==> src/rtl/wdog_guard_pkg.sv <==
package wdog_guard_pkg;

    typedef enum logic [1:0] {
        LVL0 = 2'd0,
        LVL1 = 2'd1,
        LVL2 = 2'd2
    } safe_lvl_e;

    typedef enum logic {
        WIN_SHUT = 1'b0,
        WIN_OPEN = 1'b1
    } win_st_e;

    typedef enum logic {
        PULSE_IDLE = 1'b0,
        PULSE_FIRE = 1'b1
    } fire_st_e;

    // lock input dominates; relax picks the lenient level
    function automatic safe_lvl_e lvl_decode(input logic relax, input logic lock);
        if (lock) begin
            return LVL2;
        end else if (relax) begin
            return LVL0;
        end
        return LVL1;
    endfunction

endpackage

==> src/rtl/wdog_cfg_guard.sv <==
module wdog_cfg_guard
    import wdog_guard_pkg::*;
#(
    parameter int PER_W = 3,
    parameter int WIN   = 4
) (
    input  logic             clk,
    input  logic             rst_n,
    input  logic             lvl_relax_i,
    input  logic             lvl_lock_i,
    input  logic             wr_i,
    input  logic             wr_chg_i,
    input  logic             wr_en_i,
    input  logic [PER_W-1:0] wr_per_i,
    output logic             en_o,
    output logic [PER_W-1:0] per_o,
    output logic             win_o
);

    localparam int WC_W = (WIN > 1) ? $clog2(WIN) : 1;
    localparam logic [WC_W-1:0] WC_LAST = WC_W'(WIN - 1);

    safe_lvl_e        lvl;
    win_st_e          st_q, st_n;
    logic [WC_W-1:0]  wc_q, wc_n;
    logic             en_q, en_n;
    logic [PER_W-1:0] per_q, per_n;
    logic             unlock_req;

    assign lvl        = lvl_decode(lvl_relax_i, lvl_lock_i);
    assign unlock_req = wr_i && wr_chg_i && wr_en_i;

    // state register
    always_ff @(posedge clk or negedge rst_n) begin
        if (!rst_n) begin
            st_q  <= WIN_SHUT;
            wc_q  <= '0;
            en_q  <= 1'b0;
            per_q <= '0;
        end else begin
            st_q  <= st_n;
            wc_q  <= wc_n;
            en_q  <= en_n;
            per_q <= per_n;
        end
    end

    // transitions and field updates
    always_comb begin
        st_n  = st_q;
        wc_n  = wc_q;
        en_n  = en_q;
        per_n = per_q;
        unique case (st_q)
            WIN_SHUT: begin
                if (wr_i) begin
                    unique case (lvl)
                        LVL0: begin
                            en_n  = en_q | wr_en_i;
                            per_n = wr_per_i;
                        end
                        LVL1: begin
                            en_n  = en_q | wr_en_i;
                        end
                        default: begin
                            en_n  = en_q;
                        end
                    endcase
                end
                if (unlock_req) begin
                    st_n = WIN_OPEN;
                    wc_n = '0;
                end
            end
            WIN_OPEN: begin
                if (wr_i) begin
                    en_n  = wr_en_i;
                    per_n = wr_per_i;
                    st_n  = WIN_SHUT;
                    wc_n  = '0;
                end else if (wc_q == WC_LAST) begin
                    st_n  = WIN_SHUT;
                    wc_n  = '0;
                end else begin
                    wc_n  = wc_q + 1'b1;
                end
            end
            default: begin
                st_n = WIN_SHUT;
            end
        endcase
    end

    // outputs
    always_comb begin
        en_o  = en_q || (lvl == LVL2);
        per_o = per_q;
        win_o = (st_q == WIN_OPEN);
    end

endmodule

==> src/rtl/wdog_presc.sv <==
module wdog_presc #(
    parameter int MIN_EXP = 14,
    parameter int PER_W   = 3
) (
    input  logic             clk,
    input  logic             rst_n,
    input  logic             en_i,
    input  logic [PER_W-1:0] per_i,
    input  logic             kick_i,
    input  logic             tick_i,
    output logic             expire_o
);

    localparam int MAX_EXP = MIN_EXP + (2 ** PER_W) - 1;
    localparam int CNT_W   = MAX_EXP;
    localparam int SH_W    = $clog2(MAX_EXP + 1);

    logic [CNT_W-1:0] cnt_q;
    logic [SH_W-1:0]  sh;
    logic [CNT_W:0]   span;
    logic [CNT_W-1:0] last;
    logic             at_end;

    assign sh     = SH_W'(MIN_EXP) + SH_W'(per_i);
    assign span   = {{CNT_W{1'b0}}, 1'b1} << sh;
    assign last   = span[CNT_W-1:0] - {{(CNT_W-1){1'b0}}, 1'b1};
    assign at_end = (cnt_q >= last);

    assign expire_o = en_i && tick_i && !kick_i && at_end;

    always_ff @(posedge clk or negedge rst_n) begin
        if (!rst_n) begin
            cnt_q <= '0;
        end else if (!en_i || kick_i) begin
            cnt_q <= '0;
        end else if (tick_i) begin
            cnt_q <= at_end ? '0 : cnt_q + 1'b1;
        end
    end

endmodule

==> src/rtl/wdog_fire.sv <==
module wdog_fire
    import wdog_guard_pkg::*;
(
    input  logic clk,
    input  logic rst_n,
    input  logic expire_i,
    output logic pulse_o
);

    fire_st_e st_q, st_n;

    always_ff @(posedge clk or negedge rst_n) begin
        if (!rst_n) begin
            st_q <= PULSE_IDLE;
        end else begin
            st_q <= st_n;
        end
    end

    always_comb begin
        st_n = st_q;
        unique case (st_q)
            PULSE_IDLE: st_n = expire_i ? PULSE_FIRE : PULSE_IDLE;
            PULSE_FIRE: st_n = PULSE_IDLE;
            default:    st_n = PULSE_IDLE;
        endcase
        pulse_o = (st_q == PULSE_FIRE);
    end

endmodule

==> src/rtl/wdog_guard.sv <==
module wdog_guard #(
    parameter int MIN_EXP = 14,
    parameter int PER_W   = 3,
    parameter int WIN     = 4
) (
    input  logic             clk,
    input  logic             rst_n,
    input  logic             lvl_relax_i,
    input  logic             lvl_lock_i,
    input  logic             wr_i,
    input  logic             wr_chg_i,
    input  logic             wr_en_i,
    input  logic [PER_W-1:0] wr_per_i,
    input  logic             kick_i,
    input  logic             tick_i,
    output logic             wdt_rst_o,
    output logic             en_o,
    output logic [PER_W-1:0] per_o,
    output logic             win_o
);

    logic             en_w;
    logic [PER_W-1:0] per_w;
    logic             expire_w;

    wdog_cfg_guard #(
        .PER_W (PER_W),
        .WIN   (WIN)
    ) u_cfg (
        .clk         (clk),
        .rst_n       (rst_n),
        .lvl_relax_i (lvl_relax_i),
        .lvl_lock_i  (lvl_lock_i),
        .wr_i        (wr_i),
        .wr_chg_i    (wr_chg_i),
        .wr_en_i     (wr_en_i),
        .wr_per_i    (wr_per_i),
        .en_o        (en_w),
        .per_o       (per_w),
        .win_o       (win_o)
    );

    wdog_presc #(
        .MIN_EXP (MIN_EXP),
        .PER_W   (PER_W)
    ) u_presc (
        .clk      (clk),
        .rst_n    (rst_n),
        .en_i     (en_w),
        .per_i    (per_w),
        .kick_i   (kick_i),
        .tick_i   (tick_i),
        .expire_o (expire_w)
    );

    wdog_fire u_fire (
        .clk      (clk),
        .rst_n    (rst_n),
        .expire_i (expire_w),
        .pulse_o  (wdt_rst_o)
    );

    assign en_o  = en_w;
    assign per_o = per_w;

endmodule

==> config.mk <==
export PLATFORM = sky130hd
export DESIGN_NAME = wdog_guard
export DESIGN_NICKNAME = d
export VERILOG_FILES = /design/src/rtl/wdog_guard_pkg.sv /design/src/rtl/wdog_cfg_guard.sv /design/src/rtl/wdog_presc.sv /design/src/rtl/wdog_fire.sv /design/src/rtl/wdog_guard.sv
export SDC_FILE = /design/constraint.sdc
export NUM_CORES = 1
export LEC_CHECK = 0
export BUFFER_PORTS_ARGS = -buffer_cell sky130_fd_sc_hd__buf_2
export CAP_MARGIN = 20
export CORE_UTILIZATION = 60
export CTS_CLUSTER_DIAMETER = 150
export DETAILED_ROUTE_END_ITERATION = 12
export PLACE_DENSITY = 0.88
export REMOVE_ABC_BUFFERS = 1
export SYNTH_ARGS = -nofsm -noshare
export SYNTH_HDL_FRONTEND = slang
export SYNTH_HIERARCHICAL = 1
export SYNTH_SLANG_ARGS = --single-unit
==> constraint.sdc <==
create_clock -name clk -period 3.8 [get_ports clk]
set_clock_uncertainty 0.05 [all_clocks]
set_input_delay 0.76 -clock clk [delete_from_list [all_inputs] [get_ports clk]]
set_output_delay 0.76 -clock clk [all_outputs]
set_load 0.02 [all_outputs]
==> flow_summary_export.csv <==
group,metric,value,unit
placement,hpwl,3.522,mm
logic_synthesis,yosysWarningCount,6,
global_routing,first_global_vias,1784,
routing,post_drt_wl_per_cell,15.03,um
routing,drtAntennaViolNets,0,
logic_synthesis,synth_edf_count,0,
logic_synthesis,synth-seq-area-share,33.16,%
routing,drc_errors,0,
placement,gp_congestion,0.8246,
clock_network,clock_latency,330,ps
final_layout,drive_above_1_share,18.35,%
clock_network,cts_buffers,5,
clock_network,cts_tree,"done",
sta,worstMarginPinSlew,672.2,ps
logic_synthesis,ys_types,49,
setup_path,critPathMaxFanout,8,
setup_path,crit_family,"simple AND/OR/NAND/NOR gates",
logic_synthesis,synth_top_area_cell,"dfrtp_1",
sta,fin_tns_setup,0,ps
logic_synthesis,yosysTopAreaCellShare,33.16,%
sta,hold_violations,0,
logic_synthesis,synthCells,237,
placement,placed_cell_area,2360,sq um
global_routing,antenna_found_initial,0,
final_layout,nFillCells,246,
routing,drtIter0Drc,145,
pwr,leakage,1.213,nW
setup_path,path_cells,"inv_1 > ha_1 > inv_1 > or3_1 > xnor2_1 > ha_1 > nand4_1 > nor4_2 > nand3_1 > and4bb_1 > buf_4 > a221o_1",
setup_path,setup.worst_path.start_class,"register",
setup_path,cp_slowest_cell,"dfrtp_1",
sta,slew_headroom,55.19,%
floorplan,io_pins,18,
floorplan,dieWidth,62.39,um
clock_network,cts_root_buffer,"clkbuf_4",
global_routing,grt_pass1_wl,8.314,mm
global_routing,grt_max_degree,30,
clock_network,cts_setup_buffers,0,
sta,period_minus_slack,3608,ps
clock_network,cts_sinks,29,
floorplan,coreArea,3416,sq um
sta,period_share,94.96,%
logic_synthesis,netlist_area,2188,sq um
setup_path,end_kind,"register",
flow_run,drv_cap,0,
setup_path,cpPeakStageDelay,430,ps
logic_synthesis,netlist_top_cells_area,"dfrtp_1 (33%), ha_1 (15%), a21oi_1 (4.8%)",
setup_path,cp_num_buf_inv,3,
logic_synthesis,synthFlopType,"dfrtp_1",
sta,fmax,277.1,MHz
routing,first_pass_iters,4,
clock_network,cts-resized-gates,0,
clock_network,cts_hold_buf,0,
final_layout,area_delta_synth_final,12.81,%
routing,drt_wl_total,4.705,mm
logic_synthesis,synth-async-reset-ratio,100.0,%
pwr,p_per_area,372.7,nW/um^2
setup_path,regToRegSetupSlack,190,ps
pwr,power,0.0009200,W
logic_synthesis,ys_seq_elements,29,
setup_path,cp.required,3970,ps
final_layout,fin_util,72.27,%
setup_path,crit_arrival,3770,ps
global_routing,gr-usage-all-layers,26.70,%
final_layout,postLayoutCellArea,2469,sq um
clock_network,clockBufferDepth,2,
sta,setup_viol,0,
floorplan,die_area,3893,sq um
placement,port_buffers,17,
pwr,ir_drop,0.0002525,V
sta,rsz0062_at_grt,"false",
global_routing,grt_overflow,0,
floorplan,die_h,62.39,um
logic_synthesis,avgSynthCellArea,9.234,sq um
status,status,"completed",
floorplan,placementRows,21,
floorplan,start_util,64.07,%
routing,viasPerCell,6.089,
clock_network,clk_pin_slew,100,ps
routing,num_vias,1906,
setup_path,path_class,"register to register",
sta,slew_violations,0,
final_layout,antenna_cells,0,
min_path,hold_class,"input pin to async pin",
final_layout,final_nets,305,
clock_network,htree_levels,2,
-- cell usage after synthesis (all sizes together) (2+ instances only) --
master   n
a211o    2
nor3     9
or2      2
o311ai   7
o21ai   12
a31oi    2
and3     3
dfrtp   29
mux2i    3
nor2     9
clkbuf   2
xor2     2
ha      27
inv     11
nand3   21
a22o     2
a21oi   21
xnor2    2
or3      7
nand2   27
nand4    7
a21o     6
nand2b   3
nor2b    2
mux2     3
buf      4
-- path summary, 6_finish.rpt --
kind / start / endpoint / cells after the start
min in group clk: u_fire/pulse_o / u_fire/pulse_o / 1
worst min-delay path: rst_n / u_presc/cnt_q[15] / 1
worst min register to register: u_fire/pulse_o / u_fire/pulse_o / 1
max in group asynchronous: rst_n / u_cfg/en_q / 1
worst max register to register: u_cfg/per_o[2] / u_presc/cnt_q[8] / 12
worst max-delay path: u_cfg/per_o[2] / u_presc/cnt_q[8] / 12
-- metal layers --
| layer | vias to the layer above | share of wire (%) | wire (um) | global-route usage (%) |
|---|---|---|---|---|
| met2 | 42 | 50 | 2357 | 45.60 |
| li1 | 936 | - | - | - |
| met5 | - | 0 | 0 | 0 |
| met3 | 9 | 3.9 | 182 | 5.109 |
| met1 | 919 | 45 | 2094 | 34.36 |
| met4 | 0 | 1.5 | 71 | 7.849 |
-- cell type report --
type	instances	area [sq um]	area share (%)
Inverter	11	41.29	1.673
Timing Repair Buffer	22	122.6	4.967
Clock inverter	1	30.03	1.216
Clock buffer	7	55.05	2.230
Sequential cell	29	725.7	29.40
Tap cell	46	57.56	2.331
Multi-Input combinational cell	197	1436	58.19
-- placed cells by master, fill, tap and decap left out, types with 2 or more instances in the layout --
cell type,instances
clkbuf_4,5
and3_1,3
nand4_1,6
nand2b_1,3
xor2_1,2
a31oi_1,2
or3_1,6
buf_4,5
o21ai_0,10
o311ai_2,4
nand3_1,21
mux2_4,3
buf_2,17
nor2_1,9
conb_1,7
a21oi_1,21
mux2i_1,3
nor3_1,8
ha_1,27
o311ai_0,2
xnor2_1,2
a211o_1,2
a22o_1,2
inv_1,11
dfrtp_1,29
a21o_1,6
nand2_1,27
-- through the flow --
stage                     hold slack (ps)  instances  setup WS (ps)
after floorplan                     408.8        237          217.3
after global placement              406.3        305          168.8
after detailed placement            414.6        305          126.2
after CTS                           418.8        313          121.3
after global routing                432.8        313          30.63
final                               404.3        313          191.7
-- sequential cells by signal, indices dropped and copies added (netlist names) --
register,cells
u_cfg/en_q,1
u_cfg/win_o,1
u_cfg/per_o,3
u_cfg/wc_q,2
u_presc/cnt_q,21
u_fire/pulse_o,1
-- kinds of logic (layout without fill, tap and decap cells) --
kind of cell    Yosys count  count (layout)  synth area share [%]
buf+inv                  17              41                 3.545
compound gates           56              56                 18.35
xor+xnor                  4               4                 1.601
mux                       6               6                 3.430
simple gates             97              97                 24.30
fa+ha+maj                27              27                 15.44
other cells               1               7                0.1714
flops                    29              29                 33.16
-- where the power goes --
group / leakage, nW / internal (W) / switching (W) / total, W
Clock: 0.0455 / 0.000157 / 0.000112 / 0.000269
Sequential: 0.390 / 0.000334 / 0.0000275 / 0.000362
Combinational: 0.778 / 0.000119 / 0.000170 / 0.000289
No activity file was read; power rests on OpenSTA's default activity.
